`src/rtl/coal_pkg.sv`:
```
package coal_pkg;
   localparam int REG_AW = 3;
   localparam int NSRC   = 4;
   localparam int ST_THR  = 0;
   localparam int ST_WAIT = 1;
   localparam int ST_EOL  = 2;
   localparam int ST_BUS  = 3;
   typedef enum logic [REG_AW-1:0] {
      RA_THRESH = 3'd0,
      RA_WAIT   = 3'd1,
      RA_COUNT  = 3'd2,
      RA_STATUS = 3'd3,
      RA_ENABLE = 3'd4
   } reg_addr_e;
endpackage

```
`src/rtl/coal_ms_tick.sv`:
```
module coal_ms_tick #(
   parameter int DIV = 250000
) (
   input  logic clk,
   input  logic rst,
   input  logic clr,
   output logic tick
);
   if (DIV < 1) begin : g_bad_div
      $error("coal_ms_tick: DIV must be at least 1");
   end

   if (DIV == 1) begin : g_direct
      assign tick = !clr;
   end else begin : g_presc
      localparam int PW = $clog2(DIV);
      localparam logic [PW-1:0] LAST = PW'(DIV - 1);
      logic [PW-1:0] presc_q;
      assign tick = !clr && (presc_q == LAST);
      always_ff @(posedge clk) begin
         if (rst || clr || tick) presc_q <= '0;
         else                    presc_q <= presc_q + 1'b1;
      end
      // ticks are at least two cycles apart when dividing
      assert_tick_spacing_R5: assert property (@(posedge clk) disable iff (rst)
         tick |=> !tick);
   end
endmodule

```
`src/rtl/coal_pkt_count.sv`:
```
module coal_pkt_count #(
   parameter int W = 10
) (
   input  logic         clk,
   input  logic         rst,
   input  logic         inc,
   input  logic         dec,
   output logic [W-1:0] cnt
);
   localparam logic [W-1:0] MAXV = {W{1'b1}};
   logic inc_ok, dec_ok;
   assign inc_ok = inc && (cnt != MAXV);
   assign dec_ok = dec && (cnt != '0);

   always_ff @(posedge clk) begin
      if (rst)                  cnt <= '0;
      else if (inc_ok && !dec_ok) cnt <= cnt + 1'b1;
      else if (dec_ok && !inc_ok) cnt <= cnt - 1'b1;
   end

   assert_dec_at_zero_R2: assert property (@(posedge clk) disable iff (rst)
      (cnt == '0 && dec && !inc) |=> (cnt == '0));
   assert_saturate_R2: assert property (@(posedge clk) disable iff (rst)
      (cnt == MAXV && inc && !dec) |=> (cnt == MAXV));
   assert_unit_step_R2: assert property (@(posedge clk) disable iff (rst)
      (cnt != $past(cnt)) |-> (cnt == $past(cnt) + 1'b1 || cnt == $past(cnt) - 1'b1));
endmodule

```
`src/rtl/coal_wait_timer.sv`:
```
module coal_wait_timer #(
   parameter int WB_W = 10
) (
   input  logic            clk,
   input  logic            rst,
   input  logic            run,
   input  logic            restart,
   input  logic            tick,
   input  logic [WB_W-1:0] bound,
   output logic            expire
);
   logic [WB_W-1:0] ms_q;
   assign expire = run && !restart && tick && (ms_q == bound - WB_W'(1));

   always_ff @(posedge clk) begin
      if (rst || !run || restart || expire) ms_q <= '0;
      else if (tick)                        ms_q <= ms_q + 1'b1;
   end

   assert_expire_only_running_R6: assert property (@(posedge clk) disable iff (rst)
      expire |-> (bound != '0));
endmodule

```
`src/rtl/coal_irq_status.sv`:
```
module coal_irq_status #(
   parameter int N = 4
) (
   input  logic         clk,
   input  logic         rst,
   input  logic [N-1:0] set,
   input  logic [N-1:0] tog,
   input  logic [N-1:0] en,
   output logic [N-1:0] stat,
   output logic         irq
);
   always_ff @(posedge clk) begin
      if (rst) begin
         stat <= '0;
         irq  <= 1'b0;
      end else begin
         stat <= (stat ^ tog) | set;
         irq  <= |(stat & en);
      end
   end

   assert_irq_source_R10: assert property (@(posedge clk) disable iff (rst)
      irq |-> $past((stat & en) != '0));
   assert_set_wins_R4: assert property (@(posedge clk) disable iff (rst)
      set[0] |=> stat[0]);
endmodule

```
`src/rtl/pkt_coalesce_irq.sv`:
```
module pkt_coalesce_irq
   import coal_pkg::*;
#(
   parameter int THR_W    = 8,
   parameter int CNT_W    = 10,
   parameter int WB_W     = 10,
   parameter int DATA_W   = 16,
   parameter int TICK_DIV = 250000
) (
   input  logic              clk,
   input  logic              rst,
   input  logic              chan_run,
   input  logic              pkt_done,
   input  logic              list_end,
   input  logic              bus_fault,
   input  logic              reg_wr,
   input  logic [REG_AW-1:0] reg_addr,
   input  logic [DATA_W-1:0] reg_wdata,
   output logic [DATA_W-1:0] reg_rdata,
   output logic              irq
);
   if (CNT_W < THR_W) begin : g_bad_cnt
      $error("pkt_coalesce_irq: CNT_W must cover THR_W");
   end
   if (DATA_W < CNT_W || DATA_W < WB_W || DATA_W < NSRC) begin : g_bad_data
      $error("pkt_coalesce_irq: DATA_W too narrow for a field");
   end

   logic [THR_W-1:0] thr_q;
   logic [WB_W-1:0]  wb_q;
   logic [NSRC-1:0]  en_q;
   logic [CNT_W-1:0] cnt;
   logic [NSRC-1:0]  stat;
   logic [NSRC-1:0]  set_vec, tog_vec;
   logic             wr_thr, wr_wb, wr_en, wr_dec, wr_st;
   logic             thr_hit, run_t, tick, expire;

   assign wr_thr = reg_wr && (reg_addr == RA_THRESH) && !chan_run;
   assign wr_wb  = reg_wr && (reg_addr == RA_WAIT)   && !chan_run;
   assign wr_en  = reg_wr && (reg_addr == RA_ENABLE);
   assign wr_dec = reg_wr && (reg_addr == RA_COUNT);
   assign wr_st  = reg_wr && (reg_addr == RA_STATUS);

   always_ff @(posedge clk) begin
      if (rst) begin
         thr_q <= '0;
         wb_q  <= '0;
         en_q  <= '0;
      end else begin
         if (wr_thr) thr_q <= reg_wdata[THR_W-1:0];
         if (wr_wb)  wb_q  <= reg_wdata[WB_W-1:0];
         if (wr_en)  en_q  <= reg_wdata[NSRC-1:0];
      end
   end

   coal_pkt_count #(.W(CNT_W)) cnt_i (
      .clk(clk), .rst(rst), .inc(pkt_done), .dec(wr_dec), .cnt(cnt));

   assign thr_hit = (thr_q != '0) && (cnt >= CNT_W'(thr_q));
   assign run_t   = (cnt != '0) && (wb_q != '0);

   coal_ms_tick #(.DIV(TICK_DIV)) tick_i (
      .clk(clk), .rst(rst), .clr(!run_t || pkt_done), .tick(tick));

   coal_wait_timer #(.WB_W(WB_W)) timer_i (
      .clk(clk), .rst(rst), .run(run_t), .restart(pkt_done), .tick(tick),
      .bound(wb_q), .expire(expire));

   always_comb begin
      set_vec          = '0;
      set_vec[ST_THR]  = thr_hit;
      set_vec[ST_WAIT] = expire && !thr_hit;
      set_vec[ST_EOL]  = list_end;
      set_vec[ST_BUS]  = bus_fault;
      tog_vec          = wr_st ? reg_wdata[NSRC-1:0] : '0;
   end

   coal_irq_status #(.N(NSRC)) stat_i (
      .clk(clk), .rst(rst), .set(set_vec), .tog(tog_vec), .en(en_q),
      .stat(stat), .irq(irq));

   always_comb begin
      reg_rdata = '0;
      case (reg_addr)
         RA_THRESH: reg_rdata = DATA_W'(thr_q);
         RA_WAIT:   reg_rdata = DATA_W'(wb_q);
         RA_COUNT:  reg_rdata = DATA_W'(cnt);
         RA_STATUS: reg_rdata = DATA_W'(stat);
         RA_ENABLE: reg_rdata = DATA_W'(en_q);
         default:   reg_rdata = '0;
      endcase
   end

   assert_thr_frozen_R9: assert property (@(posedge clk) disable iff (rst)
      (chan_run && reg_wr && reg_addr == RA_THRESH) |=> $stable(thr_q));
   assert_wb_frozen_R9: assert property (@(posedge clk) disable iff (rst)
      (chan_run && reg_wr && reg_addr == RA_WAIT) |=> $stable(wb_q));
   assert_thr_sets_R3: assert property (@(posedge clk) disable iff (rst)
      thr_hit |=> stat[ST_THR]);
   assert_wait_needs_pkts_R5: assert property (@(posedge clk) disable iff (rst)
      ($rose(stat[ST_WAIT]) && !$past(wr_st)) |-> $past(cnt != '0 && !thr_hit));
endmodule

```
`config.mk`:
```
export PLATFORM = sky130hd
export DESIGN_NAME = pkt_coalesce_irq
export DESIGN_NICKNAME = d
export VERILOG_FILES = /design/src/rtl/coal_pkg.sv /design/src/rtl/coal_ms_tick.sv /design/src/rtl/coal_pkt_count.sv /design/src/rtl/coal_wait_timer.sv /design/src/rtl/coal_irq_status.sv /design/src/rtl/pkt_coalesce_irq.sv
export SDC_FILE = /design/constraint.sdc
export NUM_CORES = 1
export LEC_CHECK = 0
export BUFFER_PORTS_ARGS = -buffer_cell sky130_fd_sc_hd__buf_4
export CAP_MARGIN = 30
export CELL_PAD_IN_SITES_DETAIL_PLACEMENT = 0
export CELL_PAD_IN_SITES_GLOBAL_PLACEMENT = 2
export CORE_MARGIN = 2
export CORE_UTILIZATION = 36
export CTS_CLUSTER_DIAMETER = 120
export CTS_CLUSTER_SIZE = 12
export DETAILED_ROUTE_END_ITERATION = 6
export GPL_TIMING_DRIVEN = 0
export PLACE_DENSITY = 0.91
export SETUP_SLACK_MARGIN = 0.1
export SYNTH_ARGS = -nofsm -noshare
export SYNTH_HDL_FRONTEND = slang
export SYNTH_HIERARCHICAL = 1
export SYNTH_SLANG_ARGS = --single-unit
```
`constraint.sdc`:
```
create_clock -name clk -period 5.1 [get_ports clk]
set_clock_uncertainty 0.1 [all_clocks]
set_input_delay 1.02 -clock clk [delete_from_list [all_inputs] [get_ports clk]]
set_output_delay 1.02 -clock clk [all_outputs]
set_load 0.1 [all_outputs]
```
### Yosys cells after proc, flatten, opt, wreduce, memory -nomap -nowiden

Cells that the tools add are included.

* register bits after elaboration: 65
* input bits: 26
* output and inout port bits: 17
* logic and storage cells: 65

* add/subtract/negate cells: 5
* magnitude comparators: 1
* eq/ne operators: 7
* muxes and demuxes: 4
* bitwise logic cells: 3
* reductions and logical operators: 37

Operators by type and width (count)
* $pmux 10 s5: 1
* $add 10x1->10 const B: 2
* $mux 10: 2
* $reduce_bool 10->1: 2
* $sub 10x1->10 const B: 2
* $add 18x1->18 const B: 1
* $eq 18x18->1 const B: 1
* $logic_and 1x1->1: 18
* $eq 10x10->1: 1
* $ge 10x8->1: 1
* $ne 10x10->1 const B: 1
* $reduce_bool 8->1: 1
* $logic_not 1->1: 7
* $eq 3x2->1 const B: 2
* $logic_or 1x1->1: 6
* $and 4x4->4: 1
* $mux 4: 1
* $or 4x4->4: 1
* $reduce_or 4->1: 1
* $xor 4x4->4: 1
* $eq 3x1->1 const B: 1
* $eq 3x3->1 const B: 1
* $logic_not 3->1: 1
* $reduce_bool 2->1: 1

### Logic depth before layout (Yosys ltp)

Gate-level depths: netlist (run 1).

* word-level depth: 10
* mapped depth: 14
* gate-level depth less buffers: 14

### Modules after synthesis

The synthesis (run 1) kept the hierarchy.

By module, submodules not included
* pkt_coalesce_irq: instances 1, cells an instance 197, area each 1458.9 um^2, sequential area each 440.4 um^2
* coal_wait_timer: instances 1, cells an instance 108, area each 917.1 um^2, sequential area each 200.2 um^2
* coal_pkt_count: instances 1, cells an instance 110, area each 914.6 um^2, sequential area each 200.2 um^2
* coal_ms_tick: instances 1, cells an instance 96, area each 859.6 um^2, sequential area each 360.3 um^2
* coal_irq_status: instances 1, cells an instance 20, area each 190.2 um^2, sequential area each 100.1 um^2

### Worst setup path before layout (run 1)

OpenSTA, ideal clock, no wires.

* kind: input to output
* from: in reg_addr[1]
* to: out reg_rdata[1]
* arrival: 3.143 ns
* data required time: 3.980 ns
* path slack: 0.837 ns
* cell stages on the path: 5
* path buffers: 2
* cell sequence: buf_2 nor2_1 buf_2 a22oi_1 o22ai_1

* word-level cells in the longest chain between the ends: 2
* elaborated cells between the ends (all ways): 6
* classes of those cells: 4 x eq/ne; 1 x mux; 1 x reduce/logical

Ends and longest elaborated chain
* start, declared: line pkt_coalesce_irq.sv:17 `input logic [REG_AW-1:0] reg_addr,`
* $eq 3x3->1, or another cell as far along: line pkt_coalesce_irq.sv:84 `case (reg_addr)`
* $pmux 10 s5 (*): line pkt_coalesce_irq.sv:84
* end, declared: line pkt_coalesce_irq.sv:19 `output logic [DATA_W-1:0] reg_rdata,`

Every way passes the cells marked *; elsewhere a longest branch is shown, timed or not.

### Worst setup path in the final report (run 1)

* from: in reg_addr[0]
* to: reg cnt_i.cnt[8]

* word-level cells in the longest chain between the ends: 6
* elaborated cells between the ends (all ways): 8
* classes of those cells: 1 x eq/ne; 1 x mux; 6 x reduce/logical

Ends and longest elaborated chain
* $eq 3x2->1 (*): line pkt_coalesce_irq.sv:41 `assign wr_dec = reg_wr && (reg_addr == RA_COUNT);`
* $logic_and 1x1->1 (*): line pkt_coalesce_irq.sv:41
* via wr_dec: line pkt_coalesce_irq.sv:35 `logic wr_thr, wr_wb, wr_en, wr_dec, wr_st;`
* $logic_and 1x1->1 (*): line coal_pkt_count.sv:13 `assign dec_ok = dec && (cnt != '0);`
* $logic_not 1->1: line coal_pkt_count.sv:17 `else if (inc_ok && !dec_ok) cnt <= cnt + 1'b1;`
* $logic_and 1x1->1: line coal_pkt_count.sv:17
* $mux 10 or $reduce_bool 2->1 (tied branches)
* end signal, assigned: line coal_pkt_count.sv:17
* end signal, assigned: line coal_pkt_count.sv:18 `else if (dec_ok && !inc_ok) cnt <= cnt - 1'b1;`
* end, declared: line coal_pkt_count.sv:8 `output logic [W-1:0] cnt`

Mark *: on every way through the listed nets, which the timed path passes. The rest lies on a longest branch.
A chain may end at the register's enable or synchronous reset.

==> results of run 1 <==
-- layer usage --
layer / routed length [µm] / up-vias / GRT usage [%]
met5: 0 / - / 0
met4: 265 / 0 / 7.89
met3: 582 / 19 / 4.25
met2: 5410 / 97 / 30.3
met1: 5550 / 1914 / 24.7
li1: - / 2001 / -
-- final timing paths --
check / endpoint / slack, ns / cells past startpoint
max: cnt_i/cnt[8] / 0.64 / 13
min: tick_i/g_presc.presc_q[0] / 0.38 / 1
max reg2reg: stat_i/stat[1] / 1.22 / 14
min reg2reg: tick_i/g_presc.presc_q[0] / 0.38 / 1
-- cell type report --
| type | instances | area [µm²] | share of cell area [%] |
|---|---|---|---|
| multi-input cells | 418 | 2800 | 55.4 |
| flip-flops and latches | 65 | 1300 | 25.7 |
| inverters | 24 | 90.1 | 1.78 |
| clock buffers | 12 | 256 | 5.07 |
| clock inverters | 3 | 40.0 | 0.792 |
| repair buffers | 29 | 215 | 4.26 |
| plain buffers | 29 | 165 | 3.27 |
| well taps | 147 | 184 | 3.64 |
-- logic make-up (layout without fill, tap and decap cells) --
kind of cell | count (synthesis) | count (layout) | synth area share, %
AOI/OAI and AO/OA | 107 | 107 | 17.8
xor gates and xnor gates | 42 | 42 | 8.48
adders and majority gates | 21 | 21 | 6.23
buffers and inverters | 53 | 97 | 5.88
DFF | 65 | 65 | 30.0
muxes | 16 | 16 | 3.92
other | 1 | 6 | 0.0864
and+or+nand+nor | 226 | 226 | 27.7
-- sequential cells by signal, summed over array words and instances, names as in the netlist --
| name | count |
|---|---|
| timer_i/ms_q | 10 |
| tick_i/g_presc.presc_q | 18 |
| stat_i/irq | 1 |
| cnt_i/cnt | 10 |
| en_q | 4 |
| wb_q | 10 |
| stat_i/stat | 4 |
| thr_q | 8 |
-- placed cells by master (no fill, tap or decap), types with 4 or more instances in the layout --
master / n
nand3_1: 31
a22oi_1: 10
xor2_1: 18
nand3b_1: 4
o21a_1: 4
nor3b_1: 4
a31oi_1: 5
nor2b_1: 8
ha_1: 20
dfxtp_1: 65
o22ai_1: 5
or4_1: 6
and2_1: 5
a21oi_1: 51
and4_1: 4
clkbuf_1: 8
buf_2: 11
xnor2_1: 24
nor4_1: 11
o21ai_0: 7
nand4_1: 17
or3_1: 4
nor3_1: 7
conb_1: 6
mux2i_1: 11
mux2_2: 4
clkbuf_16: 9
inv_1: 24
buf_4: 35
and3_1: 7
nand2_1: 44
nor2_1: 55
-- report_power, final --
part | leakage [nW] | internal [W] | switching [W]
Sequential | 0.527 | 0.000529 | 0.0000432
Combinational | 1.19 | 0.000127 | 0.000193
Clock | 0.148 | 0.000401 | 0.000228
-- worst max-delay path: stages --
cell and delay (ns):
buf_2 0.15, buf_2 0.21, nor2b_1 0.50, and3_1 0.28, o41ai_1 0.08, ha_1 0.27
inv_1 0.29, ha_1 0.33, and2b_1 0.21, o31a_4 0.30, o41ai_2 0.29, mux2_4 0.35
a2111oi_4 0.30
-- through the flow --
stage               std cells  hold WS [ns]  util (%)  setup slack (ns)
floorplan                 536         0.326         -             0.837
finish                    727         0.381      42.4             0.640
detailed placement        712         0.365      39.9             0.353
global route              727         0.413      42.4             0.505
CTS                       727         0.379      42.4             0.699
global placement          711         0.340      39.9             0.371
==> results_dict.tcl, run 1 <==
set metrics [dict create \
    fillers 1207 \
    std_cell_rows 40 \
    wl_mm 11.8 \
    ir_drop_mv 0.151 \
    n_antenna_cell 0 \
    drc 0 \
    rsz0062_at_grt "false" \
    worst-path-max-fanout 10 \
    grt_pass1_wl_mm 19.4 \
    regToRegStartpoint "wb_q[2]" \
    ys_types 73 \
    cts.reportedPaths.clkPinSlew_ns 0.06 \
    netlist.top_cell.by_area "dfxtp_1" \
    synthCells 531 \
    power_w 0.00152 \
    final_layout_size_suffix_gt1_share_pct 14.8 \
    htree_levels 3 \
    synth_area_um2 4340 \
    synth_top_area_share_pct 30.0 \
    arrival_ns 4.60 \
    wl_per_cell_um 16.2 \
    die_x_um 114 \
    grt_max_degree 14 \
    synth_enable_flop_cells 0 \
    cts.repair.resized 0 \
    tns_ns 0 \
    grt_pass1_vias 3814 \
    viasPerCell 5.54 \
    fin_crit_sh_pct 87.4 \
    die_area_um2 13000 \
    fp.dieH_um 114 \
    slew_headroom_pct 56.6 \
    dp_hpwl_mm 8.73 \
    hp-class "flip-flop to flip-flop" \
    yosys_register_bits 65 \
    hold_buffers 0 \
    gp_congestion 0.856 \
    async_reset_ff_share_pct 0 \
    drtIter0Drc 316 \
    numCtsBuffers 9 \
    area_growth_syn_to_layout_pct 16.5 \
    netlist_top_cells_area "dfxtp_1 (30%), a21oi_1 (5.9%), ha_1 (5.8%)" \
    fin_nets 623 \
    numPortBuffers 28 \
    worstSkewPairLatency_ns 0.34 \
    cts-root-buf "clkbuf_16" \
    status "finished clean" \
    stdcell_area_um2 5050 \
    cap_violations 0 \
    ys.flop_type "dfxtp_1" \
    worstSetupPathType "input pin to flip-flop" \
    fp.coreArea_um2 11900 \
    worst_pin_slew_ns 0.649 \
    yosysWarnings 6 \
    antenna_left 0 \
    cts_max_path_buffers 2 \
    clock_sinks 65 \
    grt.total_usage_pct 18.9 \
    fmax_mhz 224 \
    syn_area_per_cell_um2 8.17 \
    overflow 0 \
    leakagePower_nw 1.86 \
    dr_total_vias 4031 \
    start_util_pct 36.4 \
    hold_viol 0 \
    antenna_found_initial 0 \
    required_ns 5.24 \
    firstDrtPassIters 4 \
    yosysMostFrequentCell "dfxtp_1" \
    slew_viol_final 0 \
    finalSetupViolations 0 \
    netlist_top_cells_count "dfxtp_1 (65), nor2_1 (55), a21oi_1 (51)" \
    placed_area_um2 4760 \
    tritoncts "yes" \
    startpoint "reg_addr[0]" \
    cp-end-kind "flip-flop" \
    powerDensity_nw_per_um2 301 \
    critPathLaunchType "input pin" \
    hold_start "tick_i/g_presc.presc_q[0]" \
    seq_area_frac_synth_pct 30.0 \
    layout_min_cycle_time_ns 4.46 \
    ios 43 \
    postCtsSetupRepairBufs 0 \
]
(Power assumes the default switching activity.)
==> run 2: changes to the inputs <==
- PLACE_DENSITY: 0.91 -> unset
- PLACE_DENSITY_LB_ADDON: unset -> 0.15
==> run 2 against run 1 <==
Global-route usage rose by 1.2 points. Combinational power hardly changed. Routed wire length grew 4.9%. Sequential share of layout area is the same. Power down 0.43%. Cell count did not move. Via count down 1.6%. Flip-flop and latch count stayed put. Critical endpoint unchanged. Critical path type unchanged. Sequential power about the same. Worst hold slack worse by 0.024 ns. Die area stayed put. First-iteration DRC count down 4.7%.
==> results_dict.tcl, run 2 (synthesis results as in run 1) <==
set metrics [dict create \
    largest_reg_flops 18 \
    cp_cell_sequence "buf_2 > buf_2 > nor2b_1 > and3_1 > o41ai_1 > ha_1 > inv_1 > ha_1 > and2b_1 > o31a_4 > o41ai_2 > mux2_4 > a2111oi_4" \
    n_antenna_cell 0 \
    gp_congestion 0.807 \
    wl_per_cell_um 17.0 \
    highest_layer "met4" \
    worst_pin_slew_ns 0.829 \
    numPortBuffers 28 \
    tritoncts "yes" \
    hold_buffers 0 \
    antenna_left 0 \
    slew_viol_final 0 \
    area_growth_syn_to_layout_pct 16.5 \
    drc 0 \
    drtIter0Drc 301 \
    grt_pass1_vias 3703 \
    fp.coreArea_um2 11900 \
    slowest_delay_ns 0.45 \
    layout_commonest_cell "dfxtp_1" \
    status "finished clean" \
    die_x_um 114 \
    wl_met2_mm 5.70 \
    clkPwrFrac_pct 41.1 \
    multi_input_area_um2 2800 \
    cap_violations 0 \
    sw_frac_of_total_pct 30.3 \
    regToRegStartpoint "wb_q[4]" \
    final_cell_mix "dfxtp_1 (65), nor2_1 (55), a21oi_1 (51)" \
    leakagePower_nw 1.86 \
    p_int_w 0.00106 \
    critPathTopFamily "compound AO/OA/AOI/OAI gates" \
    fmax_mhz 224 \
    grt.total_usage_pct 20.1 \
    fp.dieH_um 114 \
    fillers 1255 \
    wl_mm 12.4 \
    startpoint "reg_addr[0]" \
    slew_headroom_pct 44.6 \
    critPathLaunchType "input pin" \
    regMostFlops "tick_i/g_presc.presc_q" \
    stdcell_count 727 \
    antenna_found_initial 0 \
    start_util_pct 36.4 \
    regArea_um2 1300 \
    arrival_ns 4.61 \
    firstDrtPassIters 4 \
    ios 43 \
    ir_drop_mv 0.170 \
    cts_max_path_buffers 2 \
    hp-class "flip-flop to flip-flop" \
    power_frac_comb_pct 21.0 \
    worst-path-buf-inv 3 \
    worstSkewPairLatency_ns 0.34 \
    cts-root-buf "clkbuf_16" \
    wl_met3_um 588 \
    required_ns 5.24 \
    fin_nets 623 \
    placed_cells 711 \
    dr_total_vias 3968 \
    p_sw_w 0.000459 \
    layout_min_cycle_time_ns 4.47 \
    powerDensity_nw_per_um2 300 \
    slowest_stage "nor2b_1" \
    worst-path-max-fanout 10 \
    dp_hpwl_mm 8.96 \
    final_core_util_pct 42.4 \
    worstSetupPathType "input pin to flip-flop" \
    wl_met1_mm 5.90 \
    viasPerCell 5.46 \
    numCtsBuffers 9 \
    cts.reportedPaths.clkPinSlew_ns 0.05 \
    hold_start "tick_i/g_presc.presc_q[0]" \
    clock_sinks 65 \
    hold_viol 0 \
    fin_crit_sh_pct 87.7 \
    overflow 0 \
    htree_levels 3 \
    grt_max_degree 14 \
    postCtsSetupRepairBufs 0 \
    finalSetupViolations 0 \
    seqPwrFrac_pct 37.9 \
    cts.repair.resized 0 \
    final_layout_size_suffix_gt1_share_pct 14.8 \
    std_cell_rows 40 \
    cp-end-kind "flip-flop" \
    rsz0062_at_grt "false" \
    tns_ns 0 \
    die_area_um2 13000 \
    grt_pass1_wl_mm 20.1 \
]
run 2: cell counts in the layout (fill, tap and decap cells not counted):
No cell type changed its count.
run 2: power groups by stage:
stage	clock network [W]	registers (W)	logic, W
finish	0.000622	0.000574	0.000318
global placement	0	0.000584	0.000313
floorplan	0	0.000565	0.000250
CTS	0.000644	0.000574	0.000318
detailed placement	0	0.000584	0.000316
global route	0.000663	0.000578	0.000354
run 2: per-layer routing:
layer | track usage [%] | up-vias
met4 | 6.59 | 0
met5 | 0 | -
met2 | 31.4 | 64
met1 | 27.3 | 1884
met3 | 4.94 | 17
li1 | - | 2003
run 2: through the flow:
stage          area, µm²  hold WS [ns]  power, W  setup WS (ns)
2_1_floorplan       4360         0.326  0.000815          0.837
3_3_place_gp        4750         0.342  0.000897          0.402
3_5_place_dp        4750         0.349  0.000901          0.369
4_1_cts             5050         0.362   0.00154          0.518
5_1_grt             5050         0.404   0.00159          0.489
6_report            5050         0.357   0.00151          0.629
run 2: final cells by class:
class	count	area share (%)
Clock inverter	3	0.792
Clock buffer	12	5.07
Inverter	24	1.78
Buffer	29	3.27
Multi-Input combinational cell	418	55.4
Sequential cell	65	25.7
Timing Repair Buffer	29	4.26
Tap cell	147	3.64
run 2: worst paths after layout:
check                                   end  slack (ns)  depth (start not counted)
setup / recovery               cnt_i/cnt[8]        0.63                         13
hold / removal    tick_i/g_presc.presc_q[0]        0.36                          1
setup reg to reg             stat_i/stat[1]        1.06                         15
hold reg to reg   tick_i/g_presc.presc_q[0]        0.36                          1
==> run 3: changes to the inputs <==
- ABC_AREA: unset -> 1
- CORE_UTILIZATION: 36 -> 33
- REMOVE_ABC_BUFFERS: unset -> 1
==> run 3 against run 2 <==
Fmax is 27% higher. Combinational power shrank 4%. Die area up 15%. Global-route usage fell by 3.1 points. Synthesized cell count increased by 31%.
==> results_dict.tcl, run 3 <==
set metrics [dict create \
    hold_buffers 0 \
    placed_area_um2 4940 \
    final_cell_mix "nand2_1 (167), inv_1 (122), nor2_1 (98)" \
    clock_sinks 65 \
    fp.dieH_um 122 \
    ys.flop_type "dfxtp_1" \
    preCtsSetupSlack_ns 1.38 \
    cts-root-buf "clkbuf_16" \
    regMostFlops "tick_i/g_presc.presc_q" \
    tritoncts "yes" \
    std_cell_rows 43 \
    async_reset_ff_share_pct 0 \
    stdcell_count 914 \
    viasPerCell 4.55 \
    overflow 0 \
    grt_pass1_wl_mm 19.6 \
    antenna_left 0 \
    postCtsSetupRepairBufs 0 \
    n_antenna_cell 0 \
    numPortBuffers 30 \
    worst-path-buf-inv 4 \
    stdcell_area_um2 5250 \
    die_area_um2 14900 \
    leakagePower_nw 2.35 \
    status "finished clean" \
    start_util_pct 33.4 \
    layout_setup_ws_ns 1.57 \
    worst-path-max-fanout 7 \
    netlist.top_cell.by_area "dfxtp_1" \
    grt_pass1_vias 3912 \
    cts.reportedPaths.clkPinSlew_ns 0.05 \
    htree_levels 3 \
    ios 43 \
    fin_nets 776 \
    yosys_register_bits 65 \
    crit_path_frequent_cell "buf_4" \
    synth_enable_flop_cells 0 \
    powerDensity_nw_per_um2 287 \
    wl_mm 11.8 \
    hold_viol 0 \
    gp_congestion 0.794 \
    dr_total_vias 4161 \
    arrival_ns 2.41 \
    drc 0 \
    hp-class "flip-flop to flip-flop" \
    fp.coreArea_um2 13700 \
    worstSetupPathType "input pin to output port" \
    ir_drop_mv 0.152 \
    slowest_delay_ns 0.36 \
    die_x_um 122 \
    slowest_stage "buf_4" \
    cap_violations 0 \
    rsz0062_at_grt "false" \
    dp_hpwl_mm 9.02 \
    tns_ns 0 \
    cts_max_path_buffers 2 \
    cp_cell_sequence "buf_4 > inv_2 > nand3_1 > inv_1 > nand2_1 > o221ai_1 > buf_4" \
    antenna_found_initial 0 \
    seq_area_frac_synth_pct 28.4 \
    area_growth_syn_to_layout_pct 14.3 \
    synthCells 698 \
    yosysWarnings 6 \
    cp-end-kind "output port" \
    finalSetupViolations 0 \
    final_core_util_pct 38.2 \
    netlist_top_cells_count "nand2_1 (167), inv_1 (122), nor2_1 (98)" \
    slew_viol_final 0 \
    firstDrtPassIters 5 \
    numCtsBuffers 9 \
    critPathLaunchType "input pin" \
    final_layout_size_suffix_gt1_share_pct 14.4 \
    required_ns 3.98 \
    synth_top_area_share_pct 28.4 \
    yosysMostFrequentCell "nand2_1" \
    synth_area_um2 4590 \
    fin_crit_sh_pct 69.3 \
    cts.repair.resized 0 \
    fillers 1488 \
    grt.total_usage_pct 17.0 \
    worstSkewPairLatency_ns 0.34 \
    wl_per_cell_um 12.9 \
    largest_reg_flops 18 \
    drtIter0Drc 228 \
    placed_cells 898 \
    layout_commonest_cell "nand2_1" \
    ys_types 45 \
    fmax_mhz 283 \
    netlist_top_cells_area "dfxtp_1 (28%), nand2_1 (14%), inv_1 (10%)" \
    critPathTopFamily "buffers and inverters" \
    layout_min_cycle_time_ns 3.53 \
    syn_area_per_cell_um2 6.57 \
    grt_max_degree 37 \
]
## run 3: layer usage
layer  vias up  global-route usage (%)  wire [µm]
li1       2237                       -          -
met3        10                    2.72        363
met1      1857                    25.0       6400
met5         -                       0          0
met2        57                    24.8       4850
met4         0                    6.32        174
## run 3: worst paths after layout
path | from | end | slack, ns | depth (start not counted)
worst max-delay path | reg_addr[2] | reg_rdata[4] | 1.57 | 7
worst min-delay path | tick_i/g_presc.presc_q[0] | tick_i/g_presc.presc_q[0] | 0.37 | 1
worst max register to register | cnt_i/cnt[6] | cnt_i/cnt[7] | 2.16 | 16
worst min register to register | tick_i/g_presc.presc_q[0] | tick_i/g_presc.presc_q[0] | 0.37 | 1
## run 3: worst reg2reg max path, cell delays in order, from the launching register on
cell and delay, ns:
dfxtp_1 0.44, inv_1 0.10, nor4_1 0.27, nand3_1 0.09, o21ai_0 0.18, inv_1 0.06, ha_1 0.25, inv_1 0.25
ha_1 0.36, a21oi_2 0.23, nor2_1 0.07, nor2_1 0.12, nand2_1 0.07, nand2_1 0.05, nand3_1 0.08, nand2_1 0.09
inv_1 0.03
## run 3: layout make-up
type,instances,area [µm²],share of cell area [%]
Clock inverter,4,51.3,0.978
Inverter,127,479,9.14
Tap cell,180,225,4.29
Sequential cell,65,1300,24.8
Clock buffer,12,256,4.89
Multi-Input combinational cell,496,2710,51.6
Timing Repair Buffer,30,225,4.29
## run 3: cells by family (layout without fill, tap and decap cells)
family,Yosys count,after routing,synth area share (%)
adders and majority gates,21,21,5.89
other,1,6,0.0817
and+or+nand+nor,367,367,36.3
buffers and inverters,142,173,13.1
xor gates and xnor gates,24,24,4.58
AOI/OAI and AO/OA,78,78,11.7
DFF,65,65,28.4
## run 3: through the flow
stage | total power (W) | hold WS (ns)
CTS | 0.00154 | 0.373
global placement | 0.000867 | 0.354
global route | 0.00160 | 0.392
floorplan | 0.000786 | 0.339
detailed placement | 0.000870 | 0.358
finish | 0.00151 | 0.367
## run 3: power breakdown
part	switching (W)	total [W]	internal, W
logic	0.000203	0.000304	0.000100
clock network	0.000242	0.000648	0.000405
registers	0.0000289	0.000555	0.000526
total	0.000475	0.00151	0.00103
